<file path="src/rtl/ssp_ctrl.sv">
module ssp_ctrl #(
  parameter int W   = 8,
  parameter int DIV = 4
) (
  input  logic         clk,
  input  logic         rst_n,
  input  logic         start_i,
  input  logic         mode_wr_i,
  input  logic         ext_clk_sel_i,
  input  logic         cont_clk_sel_i,
  input  logic         sclk_ext_i,
  output logic         sclk_o,
  input  logic         sdi_i,
  output logic         sdo_o,
  input  logic         data_wr_i,
  input  logic [W-1:0] data_i,
  output logic [W-1:0] data_o,
  output logic         irq_o,
  input  logic         irq_clr_i
);
  localparam int CW = (W > 1) ? $clog2(W) : 1;
  localparam int DW = (DIV > 1) ? $clog2(DIV) : 1;

  typedef enum logic [1:0] {ST_WSTART = 2'd0, ST_WCLK = 2'd1, ST_XFER = 2'd2, ST_CONT = 2'd3} st_t;

  st_t          st_q;
  logic [CW-1:0] cnt_q;
  logic         armed_q, irq_q, sdo_q, sclk_int_q;
  logic [W-1:0] shreg_q, rx_q;
  logic [DW-1:0] div_q;
  logic [2:0]   ex_s;
  logic [1:0]   sdi_s;

  logic run, tick, rise_ev, fall_ev, count_rise, wrap_ev, in_xfer, wr_ok;

  assign in_xfer = (st_q == ST_XFER);
  assign run     = !ext_clk_sel_i &&
                   (in_xfer || st_q == ST_CONT || (st_q == ST_WCLK && armed_q));
  assign tick    = run && (div_q == DW'(DIV - 1));
  assign rise_ev = ext_clk_sel_i ? (ex_s[1] & ~ex_s[2]) : (tick & ~sclk_int_q);
  assign fall_ev = ext_clk_sel_i ? (~ex_s[1] & ex_s[2]) : (tick & sclk_int_q);
  assign count_rise = rise_ev && !mode_wr_i && (in_xfer || (st_q == ST_WCLK && armed_q));
  assign wrap_ev = count_rise && in_xfer && (cnt_q == CW'(W - 1));
  assign wr_ok   = data_wr_i && !in_xfer;

  assign sclk_o = ext_clk_sel_i ? 1'b1 : sclk_int_q;
  assign sdo_o  = sdo_q;
  assign data_o = rx_q;
  assign irq_o  = irq_q;

  always_ff @(posedge clk or negedge rst_n) begin
    if (!rst_n) begin
      ex_s  <= 3'b111;
      sdi_s <= 2'b00;
    end else begin
      ex_s  <= {ex_s[1:0], sclk_ext_i};
      sdi_s <= {sdi_s[0], sdi_i};
    end
  end

  always_ff @(posedge clk or negedge rst_n) begin
    if (!rst_n) begin
      div_q      <= '0;
      sclk_int_q <= 1'b1;
    end else if (!run) begin
      div_q      <= '0;
      sclk_int_q <= 1'b1;
    end else if (tick) begin
      div_q      <= '0;
      sclk_int_q <= ~sclk_int_q;
    end else begin
      div_q      <= div_q + 1'b1;
    end
  end

  always_ff @(posedge clk or negedge rst_n) begin
    if (!rst_n) begin
      st_q    <= ST_WSTART;
      cnt_q   <= '0;
      armed_q <= 1'b0;
    end else if (mode_wr_i) begin
      st_q    <= (!ext_clk_sel_i && cont_clk_sel_i) ? ST_CONT : ST_WSTART;
      cnt_q   <= '0;
      armed_q <= 1'b0;
    end else begin
      case (st_q)
        ST_WSTART: if (start_i) begin
          st_q    <= ST_WCLK;
          armed_q <= 1'b1;
        end
        ST_WCLK: begin
          if (start_i) armed_q <= 1'b1;
          if (count_rise) begin
            st_q  <= ST_XFER;
            cnt_q <= CW'(1);
          end
        end
        ST_XFER: if (count_rise) begin
          if (wrap_ev) begin
            st_q    <= ST_WCLK;
            cnt_q   <= '0;
            armed_q <= 1'b0;
          end else begin
            cnt_q <= cnt_q + 1'b1;
          end
        end
        default: ;
      endcase
    end
  end

  always_ff @(posedge clk or negedge rst_n) begin
    if (!rst_n) begin
      shreg_q <= '0;
      rx_q    <= '0;
      sdo_q   <= 1'b0;
    end else if (count_rise) begin
      shreg_q <= {shreg_q[W-2:0], sdi_s[1]};
      if (wrap_ev) begin
        rx_q  <= {shreg_q[W-2:0], sdi_s[1]};
        sdo_q <= shreg_q[W-2];
      end
    end else if (wr_ok) begin
      shreg_q <= data_i;
      sdo_q   <= data_i[W-1];
    end else if (fall_ev && in_xfer) begin
      sdo_q   <= shreg_q[W-1];
    end
  end

  always_ff @(posedge clk or negedge rst_n) begin
    if (!rst_n) irq_q <= 1'b0;
    else if (wrap_ev || (in_xfer && (start_i || mode_wr_i))) irq_q <= 1'b1;
    else if (irq_clr_i) irq_q <= 1'b0;
  end
endmodule

</file>
<file path="config.mk">
export PLATFORM = sky130hd
export DESIGN_NAME = ssp_ctrl
export DESIGN_NICKNAME = d
export VERILOG_FILES = /design/src/rtl/ssp_ctrl.sv
export SDC_FILE = /design/constraint.sdc
export NUM_CORES = 1
export LEC_CHECK = 0
export ABC_AREA = 1
export BUFFER_PORTS_ARGS = -buffer_cell sky130_fd_sc_hd__buf_4
export CAP_MARGIN = 20
export CORE_UTILIZATION = 44
export CTS_CLUSTER_DIAMETER = 200
export CTS_CLUSTER_SIZE = 30
export DETAILED_ROUTE_END_ITERATION = 10
export PLACE_DENSITY = 0.76
export SYNTH_ARGS = -nofsm -noshare
export SYNTH_HDL_FRONTEND = slang
export SYNTH_SLANG_ARGS = --single-unit
</file>
<file path="constraint.sdc">
create_clock -name clk -period 2.2 [get_ports clk]
set_input_delay 0.44 -clock clk [delete_from_list [all_inputs] [get_ports clk]]
set_output_delay 0.44 -clock clk [all_outputs]
set_load 0.02 [all_outputs]
</file>
Word level (Yosys, flattened, before mapping)
Index checks and enable logic that the tools add are counted.
{ "totals": {"regBits": 32, "latch_bits": 0, "mem_bits_rw": 0, "mem_bits_ro": 0, "inputBits": 18, "out_inout_bits": 11, "word_cells": 96, "memories": 0} }
{ "op_classes": {"n_addsub": 2, "mul": 0, "div": 0, "magnitude_cmp": 0, "n_eq_ne": 12, "shifts": 0, "mux": 32, "bitwise_logic": 7, "n_reduce_logical": 32} }
{ "op_table": {"columns": ["cell", "count"], "rows": [
  ["2-to-1 mux 2 bit", 8],
  ["2-to-1 mux 8 bit", 2],
  ["2-to-1 mux 1 bit", 15],
  ["2-to-1 mux 3 bit", 4],
  ["inequality test 3 bit (second input constant)", 4],
  ["logical AND 1 bit", 11],
  ["nonzero test 3 bit", 3],
  ["== test 2 bit (second input constant)", 3],
  ["case mux 2 bit (3 select lines)", 1],
  ["case mux 3 bit (2 select lines)", 1],
  ["logical OR 1 bit", 5],
  ["AND reduction 5 bit", 1],
  ["AND 1 bit", 4],
  ["inequality test 2 x 1 -> 1 bit (second input constant)", 2],
  ["AND reduction 2 bit", 2],
  ["AND reduction 4 bit", 1],
  ["nonzero test 2 bit", 2],
  ["nonzero test 4 bit", 1],
  ["adder 3 x 1 -> 3 bit (second input constant)", 1],
  ["== test 3 bit (second input constant)", 1],
  ["logical NOT 1 bit", 3],
  ["inequality test 3 x 1 -> 1 bit (second input constant)", 1],
  ["inverter 1 bit", 3],
  ["AND reduction 3 bit", 1],
  ["other kinds (5)", 5]
]} }

Longest topological paths before layout
{ "logic_depth": {"depth_word": 15, "ltp_mapped": 12, "mapped_depth_nobuf": 11} }

Least setup slack after synthesis
OpenSTA, ideal clock, no wires.
{ "synth_timing": {"path_kind": "register to register", "start": "reg sclk_int_q", "end": "reg irq_q, in the netlist irq_o", "setup_time_ns": 0.139, "arrival_time_ns": 1.346, "t_required_ns": 2.061, "slack_ns": 0.715, "path_stages_with_launch": 9, "path_buffers": 1, "synth_period_minus_slack_ns": 1.485, "cell_sequence": "dfstp_2 inv_1 nand2_1 nor2_1 nand2_1 nand2_2 nand3_4 buf_2 o221ai_1"} }
{ "synth_via": {"elab_chain_len": 9, "word_cells_on_any_way": 10, "cone_classes": "mux (2); bitwise (2); reduce/logical (6)"} }
{ "synth_rtl": {"columns": ["element", "line_no", "text"], "rows": [
  ["start, declared", "28", "logic armed_q, irq_q, sdo_q, sclk_int_q;"],
  ["start signal, assigned", "70", "sclk_int_q <= ~sclk_int_q;"],
  ["inverter 1 bit *", "40", "assign rise_ev = ext_clk_sel_i ? (ex_s[1] & ~ex_s[2]) : (tick & ~sclk_int_q);"],
  ["AND 1 bit *", "40", null],
  ["2-to-1 mux 1 bit *", "40", null],
  ["logical AND 1 bit * (2 in series)", "42", "assign count_rise = rise_ev && !mode_wr_i && (in_xfer || (st_q == ST_WCLK && armed_q));"],
  ["logical AND 1 bit * (2 in series)", "43", "assign wrap_ev = count_rise && in_xfer && (cnt_q == CW'(W - 1));"],
  ["logical OR 1 bit *", "133", "else if (wrap_ev || (in_xfer && (start_i || mode_wr_i))) irq_q <= 1'b1;"],
  ["2-to-1 mux 1 bit or nonzero test 2 bit (tied branches)", null, null],
  ["end signal, assigned", "132", "if (!rst_n) irq_q <= 1'b0;"],
  ["end signal, assigned", "133", null],
  ["end signal, assigned", "134", "else if (irq_clr_i) irq_q <= 1'b0;"],
  ["end, declared", "28", null]
]} }
Mark *: on every way between the ends. The rest lies on a longest branch, timed or not.
A chain may end at the register's enable or synchronous reset.

Worst setup path in the final report
{ "layout_timing": {"start": "reg div_q[0]", "end": "reg sdo_q, in the netlist sdo_o"} }
{ "layout_via": {"elab_chain_len": 10, "word_cells_on_any_way": 15, "cone_classes": "eq/ne (2); mux (3); bitwise (2); reduce/logical (8)"} }
{ "layout_rtl": {"columns": ["element", "line_no", "text"], "rows": [
  ["start, declared", "30", "logic [DW-1:0] div_q;"],
  ["start signal, assigned", "72", "div_q <= div_q + 1'b1;"],
  ["== test 2 bit *", "39", "assign tick = run && (div_q == DW'(DIV - 1));"],
  ["logical AND 1 bit *", "39", null],
  ["AND 1 bit", "40", null],
  ["2-to-1 mux 1 bit", "40", null],
  ["logical AND 1 bit (2 in series)", "42", null],
  ["logical AND 1 bit (2 in series)", "43", null],
  ["inequality test 2 x 1 -> 1 bit (no source line)", null, null],
  ["AND reduction 2 bit (no source line)", null, null],
  ["end signal, assigned", "121", "sdo_q <= shreg_q[W-2];"],
  ["end signal, assigned", "125", "sdo_q <= data_i[W-1];"],
  ["end signal, assigned", "127", "sdo_q <= shreg_q[W-1];"],
  ["end, declared", "28", null]
]} }
Marked as above.

==> summary.md <==
| Metric | Value |
|---|---|
| Crit-path cells | ha_1 > inv_1 > nor2_1 > nand2_1 > nand2_2 > nand2_4 > inv_1 > nand2_1 > nand2_1 > nand2_1 > nand2_1 |
| Filler Cell Count | about 320 |
| Sw Share | between 30% and 40% |
| Placed cell count | 240 |
| TritonRoute pass-1 iters | 4 |
| Hold Vio Cnt, Final | 0 |
| Initial DRC Count | 56 |
| Largest net degree at the start of global routing | 33 |
| Critical path's largest stage delay | about 0.38 ns |
| Clock power frac | approximately a quarter |
| Pins Over Slew Limit | 0 |
| Row count | 21 |
| Area of the multi-input gates | approximately 670 sq um |
| DRT Wirelength | 2860 um |
| Reg area | approximately 810 sq um |
| Vias in the first global route | around 1100 |
| Core Util, Final | 56.2% |
| R2R depth | 11 |
| Max clock buf depth | 2 |
| Post-synthesis register bit count | 32 |
| Antenna Nets Post-Route | 0 |
| Slowest CP cell | dfrtp_1 |
| Placed inst area | 1860 sq um |
| Cts bufs inserted | 5 |
| Yosys top cell by area | dfrtp_1 |
| Post-Syn Nets | about 190 |
| Yosys warns | 0 |
| Mapped Cells | 170 |
| CTS clk-pin slew, worst paths | about 0.060 ns |
| Post-Layout Cell Count | roughly 250 |
| H-tree levels | 2 |
| Ports | 29 |
| CP Capture Type | register |
| Initial antenna violation count | 0 |
| Uppermost layer routed | met4 |
| Drt drc | 0 |
| Instance count on the critical path | 11 |
| Max_cap viols | 0 |
| Tot GR Track Use | approximately 16% |
| Delay-heaviest family, CP | simple AND/OR/NAND/NOR gates |
| Worst Hold Class | in -> async |
| Wire per inst | ~12 um |
| WL met2 | 1340 um |
| Area delta synth->final | 18.5% |
| Setup TNS | 0 ns |
| Max rail drop VDD | about 380 uV |
| Area contributors post-synth | dfrtp_1, nand2_1, dfstp_2 |
| Post-DP HPWL | roughly 2000 um |
| Syn avg cell area | between 9 and 10 sq um |
| Worst skew pair latency | 0.28 ns |
| Sequential Power Share | 45.3% |
| Crit path buffers/inverters | 2 |
| Antenna cell count | 0 |
| CTS Hold Bufs | 0 |
| Core ar. | around 3400 sq um |
| RePlAce Congestion | a little over 0.8 |
| Tcrit/Tclk final | between 70% and 80% |
| Sw Pwr | slightly above 600 uW |
| Met3 WL | about 140 um |
| Slew margin rel. | 74.1% |
| Sequential share of the synthesized area | between 40% and 50% |
| Top cell type's share of synthesized area | between 40% and 50% |
| Metal1 wirelength | roughly 1300 um |
| Syn Std Cell Area | 1630 sq um |
| Prevailing post-synth register cell | dfrtp_1 |
| Share of layout cells above drive strength 1 | between 30% and 40% |
| Status | finished clean |
| TritonCTS clock tree | yes |
| Root Driver | clkbuf_8 |
| First-pass GRT wire length | roughly 5000 um |
| Most used cell, CP | nand2_1 |
| Pwr Density | ~890 nW/um^2 |
| Post-synth EDFFs | 0 |
| CTS resizes | 0 |
| Critical path type | reg -> reg |
| RSZ-0062 raised after global routing | false |
| Initial core utilization | about 47% |
| Via count | around 1200 |
| Clock skew | about 0.0065 ns |
| Die height | ~63 um |
| Post-CTS Setup Repair Bufs | 0 |
| Port Buffers | 28 |
| Die W | between 60 and 70 um |
| Sink Count | 32 |
| Post-synth cell types | 34 |
| Async SR Flop Fraction | between 90% and 100% |
| Leakage power | 0.999 nW |
| CP Data Arrival Time | around 1.8 ns |
| Tmin final | between 1.5 and 2 ns |
| Element type at the critical path start | register |
| Worst path required time | between 2 and 2.5 ns |
| Fmax | between 0.6 and 0.7 GHz |
| Setup violators final | 0 |
| Max FO, Critical Path | 24 |
| Int Pwr | 1.12 mW |
| Worst-margin pin slew | roughly 0.39 ns |
| GRT overflow | 0 |
| Gate power share | between 30% and 40% |
| DIE AREA | ~4000 sq um |
| Final Cell Area | slightly below 2000 sq um |
| Vias/cell | between 4 and 5 |
| Final #Nets | roughly 220 |
[flip-flops by register name, indices dropped and copies added (netlist names)]
name	flops
shreg_q	8
sdi_s	2
sdo_o	1
data_o	8
cnt_q	3
irq_o	1
ex_s	3
st_q	2
armed_q	1
sclk_int_q	1
div_q	2
[kinds of logic (layout without fill, tap and decap cells)]
| kind of cell | after synthesis | after routing | synth area share, % |
|---|---|---|---|
| AO/OA/AOI/OAI | 26 | 26 | 12.3 |
| AND/OR/NAND/NOR | 80 | 80 | 26.5 |
| buffers and inverters | 29 | 60 | 9.57 |
| flip-flops | 32 | 32 | 49.3 |
| adder cells (fa/ha/maj) | 3 | 3 | 2.30 |
[through the flow]
step	total power, mW	worst slack, ns	hold WS, ns
floorplan	1.20	0.715	0.144
global placement	1.31	0.584	0.336
detailed placement	1.32	0.551	0.341
CTS	1.75	0.552	0.0944
global route	1.85	0.382	0.108
finish	1.73	0.565	0.0846
[cell type report]
type | instances | share of cell area [%]
Clock buffer | 6 | 3.75
Clock inverter | 1 | 0.259
Inverter | 25 | 5.82
Multi-Input combinational cell | 109 | 34.7
Sequential cell | 32 | 41.6
Tap cell | 46 | 2.97
Timing Repair Buffer | 28 | 10.9
[worst paths after layout]
check	end	startpoint	slack, ns
hold / removal	cnt_q[1]	rst_n	0.08
hold reg to reg	sdi_s[1]	sdi_s[0]	0.35
setup reg to reg	sdo_o	div_q[0]	0.57
setup / recovery	sdo_o	div_q[0]	0.57
max in group asynchronous	ex_s[1]	rst_n	1.80
min in group clk	ex_s[0]	sclk_ext_i	0.27
[worst register-to-register path: cells and delay by family (launching register included)]
kind                       cells  cell delay [ns]
buffers and inverters          2             0.19
DFF                            1             0.38
and+or+nand+nor                8             0.73
adders and majority gates      1             0.24
[synth_stat cells, types with 3 or more instances]
library cell	number
dfrtp_1	28
nand3_2	3
inv_1	18
o21ai_2	3
nand3_1	17
nand2_2	3
dfstp_2	4
nor2_1	7
ha_1	3
o21ai_0	5
o211ai_2	3
nand2_1	36
o21ai_1	7
nand4_1	3
o221ai_1	3
inv_2	4
nand2_4	4
[cells in the final DEF (no fill, tap or decap)]
| master | Yosys | final |
|---|---|---|
| buf_4 | 1 | 28 |
| nor2_4 | 1 | 1 |
| clkbuf_8 | 0 | 5 |
| nand4_1 | 3 | 3 |
| nor2_2 | 1 | 1 |
| dfrtp_1 | 28 | 28 |
| a21o_1 | 1 | 1 |
| ha_1 | 3 | 3 |
| nand3_1 | 17 | 17 |
| o21ai_1 | 7 | 7 |
| a21oi_2 | 1 | 1 |
| o21ai_2 | 3 | 3 |
| clkbuf_1 | 0 | 1 |
| nand2_1 | 36 | 36 |
| nand3_2 | 3 | 3 |
| o211ai_2 | 3 | 3 |
| inv_1 | 18 | 18 |
| a21oi_1 | 1 | 1 |
| clkinv_2 | 0 | 1 |
| nor2_8 | 1 | 1 |
| nand3_4 | 1 | 1 |
| nor2_1 | 7 | 7 |
| inv_4 | 2 | 2 |
| nand2_2 | 3 | 3 |
| inv_2 | 4 | 4 |
| and2_1 | 1 | 1 |
| o21ai_0 | 5 | 5 |
| dfstp_2 | 4 | 4 |
| nor3_1 | 1 | 1 |
| nand3b_1 | 1 | 1 |
| o221ai_2 | 2 | 2 |
| bufinv_8 | 1 | 1 |
| nand2_4 | 4 | 4 |
| o221ai_1 | 3 | 3 |
[power groups by stage]
| stage | logic, mW | clock network, mW | registers (mW) |
|---|---|---|---|
| final | 0.534 | 0.412 | 0.781 |
| after detailed placement | 0.534 | 0 | 0.789 |
| after global placement | 0.524 | 0 | 0.785 |
| after floorplan | 0.423 | 0 | 0.779 |
| after global routing | 0.597 | 0.463 | 0.792 |
| after CTS | 0.538 | 0.429 | 0.779 |
[per-layer routing]
metal | up-vias | global-route usage (%)
met1 | 554 | 21.4
met4 | 0 | 6.10
met3 | 6 | 5.84
li1 | 619 | -
met2 | 33 | 24.7
met5 | - | 0
Power figures use the tool's default switching activity.
